### config.mk
export PLATFORM = sky130hd
export DESIGN_NAME = serial_cmd_slave
export DESIGN_NICKNAME = d
export VERILOG_FILES = /design/src/rtl/scs_pkg.sv /design/src/rtl/scs_datapath.sv /design/src/rtl/scs_control.sv /design/src/rtl/serial_cmd_slave.sv
export SDC_FILE = /design/constraint.sdc
export NUM_CORES = 1
export LEC_CHECK = 0
export CAP_MARGIN = 20
export CORE_MARGIN = 2
export CORE_UTILIZATION = 51
export CTS_BUF_LIST = sky130_fd_sc_hd__clkbuf_4 sky130_fd_sc_hd__clkbuf_8
export CTS_CLUSTER_DIAMETER = 60
export DETAILED_ROUTE_END_ITERATION = 7
export HOLD_SLACK_MARGIN = 0.03
export PLACE_DENSITY = 0.8
export SLEW_MARGIN = 20
export SYNTH_ARGS = -nofsm -noshare
export SYNTH_HDL_FRONTEND = slang
export SYNTH_HIERARCHICAL = 1
export SYNTH_SLANG_ARGS = --single-unit
export TNS_END_PERCENT = 30
### constraint.sdc
create_clock -name clk -period 2.6 [get_ports clk]
set_clock_uncertainty 0.1 [all_clocks]
set_input_delay 0.65 -clock clk [delete_from_list [all_inputs] [get_ports clk]]
set_output_delay 0.65 -clock clk [all_outputs]
set_load 0.03 [all_outputs]
### src/rtl/scs_pkg.sv
package scs_pkg;
  localparam int BYTE_W = 8;
  localparam int WORD_W = 2 * BYTE_W;
  localparam logic [3:0] LAST_BIT = 4'(BYTE_W);

  typedef struct packed {
    logic sclRise;
    logic sclFall;
    logic start;
    logic stop;
    logic sdaLevel;
  } busEvt_t;

  typedef struct packed {
    logic shiftIn;
    logic saveHi;
    logic issueCmd;
    logic loadTxHi;
    logic loadTxLo;
    logic shiftTx;
  } strobe_t;

  typedef enum logic [2:0] {
    ST_IDLE, ST_ADDR, ST_ADDR_ACK, ST_WR_BYTE, ST_WR_ACK, ST_RD_BYTE, ST_RD_ACK, ST_IGNORE
  } state_t;

  // {legal, low address bits} for the three-state strap
  function automatic logic [2:0] strapDecode(input logic [1:0] strap);
    case (strap)
      2'b00:   return 3'b111;
      2'b01:   return 3'b100;
      2'b10:   return 3'b110;
      default: return 3'b000;
    endcase
  endfunction
endpackage

### src/rtl/scs_datapath.sv
module scs_datapath
  import scs_pkg::*;
#(
  parameter int SYNC_STAGES = 2
) (
  input  logic              clk,
  input  logic              rstN,
  input  logic              sclIn,
  input  logic              sdaIn,
  input  strobe_t           stb,
  input  logic [WORD_W-1:0] rdWord,
  output busEvt_t           ev,
  output logic [BYTE_W-1:0] rxByte,
  output logic              txBit,
  output logic [WORD_W-1:0] cmdWord
);
  logic [SYNC_STAGES-1:0] sclPipe, sdaPipe;
  logic sclPrev, sdaPrev, sclS, sdaS;
  logic [BYTE_W-1:0] hiByte, txReg;

  assign sclS = sclPipe[SYNC_STAGES-1];
  assign sdaS = sdaPipe[SYNC_STAGES-1];

  always_comb begin
    ev.sclRise  = sclS & ~sclPrev;
    ev.sclFall  = ~sclS & sclPrev;
    ev.start    = sclS & sclPrev & sdaPrev & ~sdaS;
    ev.stop     = sclS & sclPrev & ~sdaPrev & sdaS;
    ev.sdaLevel = sdaS;
  end

  assign txBit = txReg[BYTE_W-1];

  always_ff @(posedge clk or negedge rstN) begin
    if (!rstN) begin
      sclPipe <= '1;
      sdaPipe <= '1;
      sclPrev <= 1'b1;
      sdaPrev <= 1'b1;
      rxByte  <= '0;
      hiByte  <= '0;
      txReg   <= '1;
      cmdWord <= '0;
    end else begin
      sclPipe <= {sclPipe[SYNC_STAGES-2:0], sclIn};
      sdaPipe <= {sdaPipe[SYNC_STAGES-2:0], sdaIn};
      sclPrev <= sclS;
      sdaPrev <= sdaS;
      if (stb.shiftIn)  rxByte  <= {rxByte[BYTE_W-2:0], sdaS};
      if (stb.saveHi)   hiByte  <= rxByte;
      if (stb.issueCmd) cmdWord <= {hiByte, rxByte};
      if (stb.loadTxHi)      txReg <= rdWord[WORD_W-1:BYTE_W];
      else if (stb.loadTxLo) txReg <= rdWord[BYTE_W-1:0];
      else if (stb.shiftTx)  txReg <= {txReg[BYTE_W-2:0], 1'b1};
    end
  end
endmodule

### src/rtl/scs_control.sv
module scs_control
  import scs_pkg::*;
#(
  parameter logic [4:0] ADDR_PREFIX = 5'b01011
) (
  input  logic              clk,
  input  logic              rstN,
  input  busEvt_t           ev,
  input  logic [BYTE_W-1:0] rxByte,
  input  logic              txBit,
  input  logic [1:0]        addrStrap,
  input  logic              busy,
  output strobe_t           stb,
  output logic              sdaDriveLow,
  output logic              cmdValid
);
  state_t state;
  logic [3:0] bitCnt;
  logic ackDrive, txActive, lowHalf, isRead, masterAck;
  logic [2:0] strapInfo;
  logic addrHit, byteDone, quiet;

  assign strapInfo = strapDecode(addrStrap);
  assign addrHit   = strapInfo[2] && (rxByte[BYTE_W-1:1] == {ADDR_PREFIX, strapInfo[1:0]});
  assign byteDone  = ev.sclFall && (bitCnt == LAST_BIT);
  assign quiet     = !ev.start && !ev.stop;
  assign sdaDriveLow = ackDrive | (txActive & ~txBit);

  always_comb begin
    stb = '0;
    if (quiet) begin
      case (state)
        ST_ADDR:     stb.shiftIn  = ev.sclRise && (bitCnt != LAST_BIT);
        ST_WR_BYTE: begin
          stb.shiftIn = ev.sclRise && (bitCnt != LAST_BIT);
          stb.saveHi  = byteDone && !lowHalf;
        end
        ST_WR_ACK:   stb.issueCmd = ev.sclFall && lowHalf;
        ST_ADDR_ACK: stb.loadTxHi = ev.sclFall && isRead;
        ST_RD_BYTE:  stb.shiftTx  = ev.sclFall && (bitCnt != LAST_BIT);
        ST_RD_ACK:   stb.loadTxLo = ev.sclFall && masterAck && !lowHalf;
        default: ;
      endcase
    end
  end

  always_ff @(posedge clk or negedge rstN) begin
    if (!rstN) begin
      state     <= ST_IDLE;
      bitCnt    <= '0;
      ackDrive  <= 1'b0;
      txActive  <= 1'b0;
      lowHalf   <= 1'b0;
      isRead    <= 1'b0;
      masterAck <= 1'b0;
      cmdValid  <= 1'b0;
    end else begin
      cmdValid <= stb.issueCmd;
      if (ev.start || ev.stop) begin
        state    <= ev.start ? ST_ADDR : ST_IDLE;
        bitCnt   <= '0;
        ackDrive <= 1'b0;
        txActive <= 1'b0;
        lowHalf  <= 1'b0;
      end else begin
        case (state)
          ST_ADDR, ST_WR_BYTE: begin
            if (ev.sclRise && bitCnt != LAST_BIT) bitCnt <= bitCnt + 4'd1;
            else if (byteDone) begin
              bitCnt <= '0;
              if (state == ST_WR_BYTE) begin
                ackDrive <= 1'b1;
                state    <= ST_WR_ACK;
              end else if (addrHit && !busy) begin
                ackDrive <= 1'b1;
                isRead   <= rxByte[0];
                state    <= ST_ADDR_ACK;
              end else state <= ST_IGNORE;
            end
          end
          ST_ADDR_ACK: if (ev.sclFall) begin
            ackDrive <= 1'b0;
            lowHalf  <= 1'b0;
            txActive <= isRead;
            state    <= isRead ? ST_RD_BYTE : ST_WR_BYTE;
          end
          ST_WR_ACK: if (ev.sclFall) begin
            ackDrive <= 1'b0;
            lowHalf  <= ~lowHalf;
            state    <= ST_WR_BYTE;
          end
          ST_RD_BYTE: begin
            if (ev.sclRise && bitCnt != LAST_BIT) bitCnt <= bitCnt + 4'd1;
            else if (byteDone) begin
              bitCnt   <= '0;
              txActive <= 1'b0;
              state    <= ST_RD_ACK;
            end
          end
          ST_RD_ACK: begin
            if (ev.sclRise) masterAck <= ~ev.sdaLevel;
            else if (ev.sclFall) begin
              if (masterAck && !lowHalf) begin
                txActive <= 1'b1;
                lowHalf  <= 1'b1;
                state    <= ST_RD_BYTE;
              end else state <= ST_IGNORE;
            end
          end
          default: ;
        endcase
      end
    end
  end

  logic driveEdgeOk;
  assign driveEdgeOk = ev.sclFall | ev.start | ev.stop;

  assert_drive_scl_low_R11: assert property (@(posedge clk) disable iff (!rstN)
    !$stable(sdaDriveLow) |-> $past(driveEdgeOk));

  assert_cmd_single_pulse_R4: assert property (@(posedge clk) disable iff (!rstN)
    cmdValid |=> !cmdValid);

  assert_busy_refuses_R9: assert property (@(posedge clk) disable iff (!rstN)
    (state == ST_ADDR && byteDone && busy && quiet) |=> (!sdaDriveLow && state == ST_IGNORE));

  assert_read_nack_release_R8: assert property (@(posedge clk) disable iff (!rstN)
    (state == ST_RD_ACK && ev.sclFall && !masterAck && quiet) |=> !sdaDriveLow);

  assert_start_restarts_R10: assert property (@(posedge clk) disable iff (!rstN)
    ev.start |=> (state == ST_ADDR && bitCnt == 4'd0 && !sdaDriveLow));
endmodule

### src/rtl/serial_cmd_slave.sv
module serial_cmd_slave
  import scs_pkg::*;
#(
  parameter int         SYNC_STAGES = 2,
  parameter logic [4:0] ADDR_PREFIX = 5'b01011
) (
  input  logic              clk,
  input  logic              rstN,
  input  logic              sclIn,
  input  logic              sdaIn,
  output logic              sdaDriveLow,
  input  logic [1:0]        addrStrap,
  input  logic              busy,
  input  logic [WORD_W-1:0] rdWord,
  output logic              cmdValid,
  output logic [WORD_W-1:0] cmdWord
);
  busEvt_t           ev;
  strobe_t           stb;
  logic [BYTE_W-1:0] rxByte;
  logic              txBit;

  scs_datapath #(.SYNC_STAGES(SYNC_STAGES)) u_dp (
    .clk(clk), .rstN(rstN), .sclIn(sclIn), .sdaIn(sdaIn), .stb(stb),
    .rdWord(rdWord), .ev(ev), .rxByte(rxByte), .txBit(txBit), .cmdWord(cmdWord)
  );

  scs_control #(.ADDR_PREFIX(ADDR_PREFIX)) u_ctl (
    .clk(clk), .rstN(rstN), .ev(ev), .rxByte(rxByte), .txBit(txBit),
    .addrStrap(addrStrap), .busy(busy), .stb(stb),
    .sdaDriveLow(sdaDriveLow), .cmdValid(cmdValid)
  );
endmodule

==> run_results.csv, run 1 <==
group,metric,value,unit
outcome,status,"completed",
worst_setup_path,start_kind,"register",
cts,clk_pin_slew_worst_paths,0.07,ns
detailed_routing,dr.pass1.iters,4,
place,post-dp-hpwl,3.97,mm
worst_setup_path,slowest_stage,"and3_1",
global_route,track_usage,0.209,
min_path,min_path_type,"in -> async",
pwr,vdd.ir_drop.worst,455,uV
detailed_routing,met3_wirelength,317,um
detailed_routing,wl,5.82,mm
cts,h-tree-depth,3,
final_layout,final_util,0.661,
detailed_routing,wire_per_inst,15.4,um
detailed_routing,ant_nets,0,
cts,cts_tree,"done",
place,dp.cells,362,
final_layout,nets,326,
worst_setup_path,path_delay_family,"simple AND/OR/NAND/NOR gates",
worst_setup_path,crit_path_cell_trace,"nor3b_1 > or2_2 > nor2_1 > and3_1 > mux2_2",
place,place_area,3410,um^2
cts,clkLatencyLatePin,0.34,ns
job,cap_violations,0,
floorplan,ioPinCount,41,
sta,finalHoldViolations,0,
sta,setup_violations,0,
sta,period_share,0.933,
final_layout,instances_no_fill,378,
cts,postCtsHoldBufs,0,
floorplan,dieWidth,79.6,um
worst_setup_path,cp_max_fo,17,
logic_synthesis,synth_warnings,6,
global_route,grt_pass1_vias,2107,
sta,worstMarginPinSlew,0.812,ns
worst_setup_path,path_buf_inv,0,
logic_synthesis,synth_seq_cells,59,
worst_setup_path,r2r-end,"u_dp/cmdWord[12]$_DFFE_PN0P_",
floorplan,coreArea,5510,um^2
final_layout,fin_area,3640,um^2
pwr,power,3.03,mW
place,gp_congestion,0.884,
final_layout,synthToLayoutAreaGrowth,24.7,%
cts,cts_setup_buffers,0,
logic_synthesis,synth_seq_area_share,0.512,
worst_setup_path,r2r-start,"u_dp/sdaPipe[1]$_DFF_PN1_",
worst_setup_path,ff2ff_setup_slack,0.17,ns
sta,relSlewSlack,0.459,
sta,fmax,0.412,GHz
detailed_routing,wl_met2,2.78,mm
worst_setup_path,cp.required,2.71,ns
global_route,grt_max_degree,36,
final_layout,antenna_cells,0,
floorplan,initial_core_util,0.530,
logic_synthesis,synth-edff-count,0,
sta,rsz0062_at_grt,"no",
logic_synthesis,synth_area,2920,um^2
cts,cts-buffers-inserted,9,
worst_setup_path,crit_type,"reg -> reg",
cts,cts_sinks,59,
detailed_routing,drc_errors,0,
pwr,power_density,832,nW/um^2
floorplan,dieArea,6340,um^2
detailed_routing,drt_iter0_markers,135,
worst_setup_path,arrival,2.54,ns
worst_setup_path,r2r_cells,5,
sta,finalCriticalPeriod,2.43,ns
detailed_routing,top_layer,"met4",
detailed_routing,viasPerCell,5.54,
sta,tns,0,ns
logic_synthesis,synthArstFlopShare,1.00,
pwr,leakagePower,1.58,nW
cts,cts_resized,0,
logic_synthesis,synth_fp_nets,277,
worst_setup_path,cp-end-kind,"register",
global_route,overflow,0,
cts,clockRootBuffer,"clkbuf_8",
logic_synthesis,ys_types,48,
place,portBuffers,40,
global_route,grt_pass1_wl,10.1,mm
final_layout,layout-drive-gt1-share,0.288,
floorplan,row_count,27,
logic_synthesis,synth_top_flop_cell,"dfrtp_1",
logic_synthesis,avgSynthCellArea,11.6,um^2
logic_synthesis,synth_cells,252,
worst_setup_path,max_stage_delay,0.70,ns
detailed_routing,wl_met1,2.66,mm
cts,cts_max_path_buffers,2,
detailed_routing,vias,2096,
sta,drv_slew,0,
floorplan,die_y,79.6,um
final_layout,fillers,437,
global_route,antenna_found_initial,0,
==> flip-flops by register name (all words and copies together), names as in the netlist <==
| signal | cells |
|---|---|
| u_dp/txReg | 8 |
| u_ctl/state | 3 |
| u_dp/sdaPipe | 2 |
| u_dp/cmdWord | 16 |
| u_ctl/isRead | 1 |
| u_dp/hiByte | 8 |
| u_dp/sdaPrev | 1 |
| u_ctl/ackDrive | 1 |
| u_ctl/cmdValid | 1 |
| u_ctl/txActive | 1 |
| u_dp/rxByte | 8 |
| u_ctl/bitCnt | 4 |
| u_dp/sclPrev | 1 |
| u_dp/sclPipe | 2 |
| u_ctl/lowHalf | 1 |
| u_ctl/masterAck | 1 |
==> through the flow <==
step	hold slack (ns)	setup WS, ns
2_1_floorplan	0.245	0.173
3_3_place_gp	0.246	0.129
3_5_place_dp	0.252	0.0962
4_1_cts	0.211	0.150
5_1_grt	0.242	0.0554
6_report	0.206	0.174
==> kinds of logic (layout without fill, tap and decap cells) <==
group / after synthesis / after routing / share of synthesized area
multiplexers: 44 / 44 / 0.167
buffers and inverters: 20 / 74 / 0.0403
flip-flops: 59 / 59 / 0.512
adder cells (fa/ha/maj): 2 / 2 / 0.00857
AND/OR/NAND/NOR: 82 / 82 / 0.160
AO/OA/AOI/OAI: 45 / 45 / 0.112
==> layer usage <==
layer	vias up	GRT usage
met3	7	0.0633
met5	-	0
li1	1012	-
met1	1026	0.283
met4	0	0.0724
met2	51	0.321
==> placed cells by master, fill, tap and decap left out, types with 3 or more instances in the layout <==
master	count
dfrtp_1	45
clkdlybuf4s50_1	39
mux2_2	34
nor2_1	14
dfstp_2	14
nand2_1	12
buf_4	12
nor3b_1	11
nor2b_1	10
a21oi_1	10
clkbuf_8	9
mux2i_1	9
o21ai_0	8
nor3_1	7
nand2b_1	6
inv_1	5
o31ai_1	5
nand3_1	5
a211oi_1	5
nand3b_1	3
==> power by group <==
group / internal [mW] / switching (mW) / total, mW / leakage [nW]
Sequential: 1.09 / 0.167 / 1.26 / 0.750
Clock: 0.547 / 0.392 / 0.940 / 0.114
Combinational: 0.391 / 0.438 / 0.829 / 0.718
==> cells in the mapped netlist, types with 2 or more instances <==
library cell,number,area [um^2]
clkbuf_1,2,7.51
nor4_1,2,12.5
nand4b_1,2,17.5
inv_1,5,18.8
dfrtp_1,45,1130
a21o_1,2,15.0
o31ai_1,5,37.5
a21oi_2,2,17.5
nand3b_1,3,22.5
nor2_1,14,52.6
nor2b_1,10,62.6
buf_6,4,45.0
nor3b_1,11,82.6
mux2_2,34,383
a21oi_1,10,50.1
a311o_1,2,20.0
a211oi_1,5,37.5
buf_2,7,35.0
nand2_1,12,45.0
nor3_1,7,35.0
nand3_1,5,25.0
o21ai_0,8,40.0
mux2i_1,9,90.1
dfstp_2,14,368
and3_1,2,12.5
and2_1,2,12.5
nand2b_1,6,37.5
ha_1,2,25.0
==> how the worst max path moves through the flow <==
stage	from	endpoint	cells past startpoint
floorplan	u_dp/sdaPipe[1]$_DFF_PN1_	u_dp/txReg[5]$_DFFE_PN1P_	6
global placement	addrStrap[0]	u_ctl/ackDrive$_DFFE_PN0P_	6
detailed placement	addrStrap[0]	u_ctl/ackDrive$_DFFE_PN0P_	6
CTS	u_dp/sdaPipe[1]$_DFF_PN1_	u_dp/cmdWord[12]$_DFFE_PN0P_	5
global route	u_dp/sdaPipe[1]$_DFF_PN1_	u_dp/cmdWord[12]$_DFFE_PN0P_	5
finish	u_dp/sdaPipe[1]$_DFF_PN1_	u_dp/cmdWord[12]$_DFFE_PN0P_	5
==> layout make-up <==
cell class                      count  area [um^2]  share of cell area
Sequential cell                    59         1490               0.411
Inverter                            5         18.8             0.00516
Multi-Input combinational cell    173         1310               0.359
Timing Repair Buffer               53          505               0.139
Clock buffer                        9          124              0.0340
Tap cell                           72         90.1              0.0248
Clock inverter                      7          100              0.0275
(Power assumes the default switching activity.)
==> inputs of run 2 (changes only) <==
Settings changed: ABC_AREA set to 1, HOLD_SLACK_MARGIN 0.03 to 0.06.
==> run_results.csv, run 2 <==
group,metric,value,unit
pwr,vdd.ir_drop.worst,750,uV
logic_synthesis,synth_seq_area_share,0.510,
logic_synthesis,synth_top_family_by_area,"simple AND/OR/NAND/NOR gates",
detailed_routing,wire_per_inst,12.9,um
logic_synthesis,synthMuxAreaShare,0.0231,
sta,fmax,0.439,GHz
global_route,overflow,0,
worst_setup_path,cp-end-kind,"primary output",
cts,cts_setup_buffers,0,
logic_synthesis,synth_fp_nets,393,
global_route,grt_pass1_wl,10.9,mm
floorplan,dieArea,6360,um^2
logic_synthesis,ys_types,31,
final_layout,fillers,480,
sta,worstMarginPinSlew,0.502,ns
detailed_routing,drt_iter0_markers,152,
logic_synthesis,yosys.cell_count.top_type,"nand2_1",
logic_synthesis,synth_top_cell_by_area,"dfrtp_1",
global_route,grt_max_degree,39,
job,cap_violations,0,
floorplan,row_count,27,
final_layout,top_register,"u_dp/cmdWord",
global_route,antenna_found_initial,0,
outcome,status,"completed",
worst_setup_path,crit_type,"reg -> out",
cts,clockRootBuffer,"clkbuf_8",
final_layout,largest_reg_flops,16,
detailed_routing,vias,2501,
final_layout,synthToLayoutAreaGrowth,23.9,%
worst_setup_path,path_delay_family,"buffers and inverters",
place,portBuffers,40,
sta,setup_violations,0,
cts,h-tree-depth,3,
final_layout,final_cell_mix,"104 x nand2_1, 45 x dfrtp_1, 39 x clkdlybuf4s50_1, 39 x inv_1, 39 x nor2_1",
worst_setup_path,crit_path_cell_trace,"o21bai_1 > clkdlybuf4s50_1",
sta,tns,0,ns
logic_synthesis,synth_area,2930,um^2
detailed_routing,viasPerCell,5.09,
place,post-dp-hpwl,4.42,mm
place,gp_congestion,0.970,
final_layout,layout_commonest_cell,"nand2_1",
logic_synthesis,yosys.area_share.simple,0.285,
logic_synthesis,synthXorXnorAreaFrac,0.00599,
logic_synthesis,synth_cells,368,
sta,relSlewSlack,0.665,
logic_synthesis,synth-edff-count,0,
worst_setup_path,cp_max_fo,2,
logic_synthesis,synthAdderAreaFrac,0.00855,
cts,cts_tree,"done",
cts,clkLatencyLatePin,0.34,ns
logic_synthesis,synth_top_area_frac,0.385,
worst_setup_path,cp.required,1.85,ns
floorplan,dieWidth,79.8,um
pwr,power_density,999,nW/um^2
worst_setup_path,start_kind,"register",
cts,cts-buffers-inserted,9,
detailed_routing,ant_nets,0,
cts,cts_sinks,59,
floorplan,initial_core_util,0.528,
logic_synthesis,synth_top_flop_cell,"dfrtp_1",
logic_synthesis,synth_compound_area_frac,0.0817,
detailed_routing,drc_errors,0,
final_layout,layout-drive-gt1-share,0.153,
logic_synthesis,synthTopCellsByArea,"dfrtp_1 38%, nand2_1 13%, dfstp_2 13%, nor2_1 5.1%, inv_1 5.0%",
logic_synthesis,synthArstFlopShare,1.00,
global_route,track_usage,0.227,
logic_synthesis,synth_seq_cells,59,
sta,finalCriticalPeriod,2.28,ns
worst_setup_path,slowest_stage,"clkdlybuf4s50_1",
final_layout,nets,439,
cts,clk_pin_slew_worst_paths,0.06,ns
sta,drv_slew,0,
floorplan,coreArea,5540,um^2
pwr,power,3.62,mW
pwr,leakagePower,1.76,nW
sta,rsz0062_at_grt,"no",
worst_setup_path,arrival,1.53,ns
worst_setup_path,r2r-start,"u_dp/sdaPipe[1]$_DFF_PN1_",
floorplan,ioPinCount,41,
detailed_routing,dr.pass1.iters,5,
min_path,min_path_type,"in -> async",
cts,cts_resized,0,
cts,cts_max_path_buffers,2,
worst_setup_path,critPathLaunch,"u_dp/txReg[7]$_DFFE_PN1P_",
cts,postCtsHoldBufs,0,
logic_synthesis,avgSynthCellArea,7.95,um^2
sta,period_share,0.875,
worst_setup_path,max_stage_delay,0.59,ns
detailed_routing,wl,6.34,mm
floorplan,die_y,79.8,um
worst_setup_path,ff2ff_setup_slack,0.34,ns
logic_synthesis,synthTopCellsByCount,"104 x nand2_1, 45 x dfrtp_1, 40 x nor2_1, 39 x inv_1, 29 x nand3_1",
final_layout,antenna_cells,0,
sta,finalHoldViolations,0,
global_route,grt_pass1_vias,2423,
worst_setup_path,path_buf_inv,1,
logic_synthesis,synth_warnings,6,
==> run 2: cell types whose count changed after synthesis, sizes merged, moves of 10 or more <==
cell	change
nor3b	-11
mux2	-29
nand2	+93
o21ai	+14
nor2b	-10
nor2	+28
nand3	+26
inv	+40
==> run 2: cell type report <==
| cell class | count | area (um^2) | area share |
|---|---|---|---|
| Sequential cell | 59 | 1490 | 0.412 |
| Tap cell | 72 | 90.1 | 0.0248 |
| Clock buffer | 13 | 173 | 0.0476 |
| Timing Repair Buffer | 47 | 460 | 0.127 |
| Clock inverter | 3 | 45.0 | 0.0124 |
| Multi-Input combinational cell | 251 | 1190 | 0.329 |
| Inverter | 46 | 173 | 0.0476 |
==> run 2: metal layers <==
metal / track usage / vias up / wire length [um]
met5: 0 / - / 0
met4: 0.0898 / 0 / 72
met3: 0.0633 / 6 / 387
met2: 0.371 / 77 / 3140
met1: 0.286 / 1164 / 2750
li1: - / 1254 / -
==> run 2: power by group <==
group          switching (mW)  internal [mW]
sequential              0.188           1.20
clock                   0.358          0.532
combinational           0.839          0.507
==> run 2: logic make-up after synthesis <==
| logic type | count (synthesis) |
|---|---|
| simple gates | 195 |
| flops | 59 |
| buf+inv | 58 |
| compound gates | 46 |
| mux | 6 |
| xor+xnor | 2 |
| fa+ha+maj | 2 |
==> run 2: path summary, 6_finish.rpt <==
path / end / cells after the start
setup reg to reg: u_dp/cmdWord[5]$_DFFE_PN0P_ / 9
hold / removal: u_ctl/bitCnt[3]$_DFFE_PN0P_ / 1
setup / recovery: sdaDriveLow / 2
max in group asynchronous: u_dp/sclPipe[1]$_DFF_PN1_ / 2
min in group clk: u_dp/sdaPipe[1]$_DFF_PN1_ / 0
hold reg to reg: u_dp/sdaPipe[1]$_DFF_PN1_ / 0
==> run 2: through the flow <==
| step | worst slack (ns) | hold slack [ns] | utilization | instance area [um^2] | std cells |
|---|---|---|---|---|---|
| floorplan | 0.639 | 0.245 | - | 2930 | 368 |
| global placement | 0.436 | 0.247 | 0.615 | 3410 | 475 |
| detailed placement | 0.338 | 0.249 | 0.615 | 3410 | 475 |
| CTS | 0.294 | 0.174 | 0.654 | 3630 | 491 |
| global route | 0.107 | 0.203 | 0.654 | 3630 | 491 |
| finish | 0.324 | 0.175 | 0.654 | 3630 | 491 |
==> inputs of run 3 (changes only) <==
Settings changed: CTS_CLUSTER_SIZE set to 40, SLEW_MARGIN 20 to 10.
==> results of run 3 <==
Final layout, timing and power as in run 2 (identical DEF).
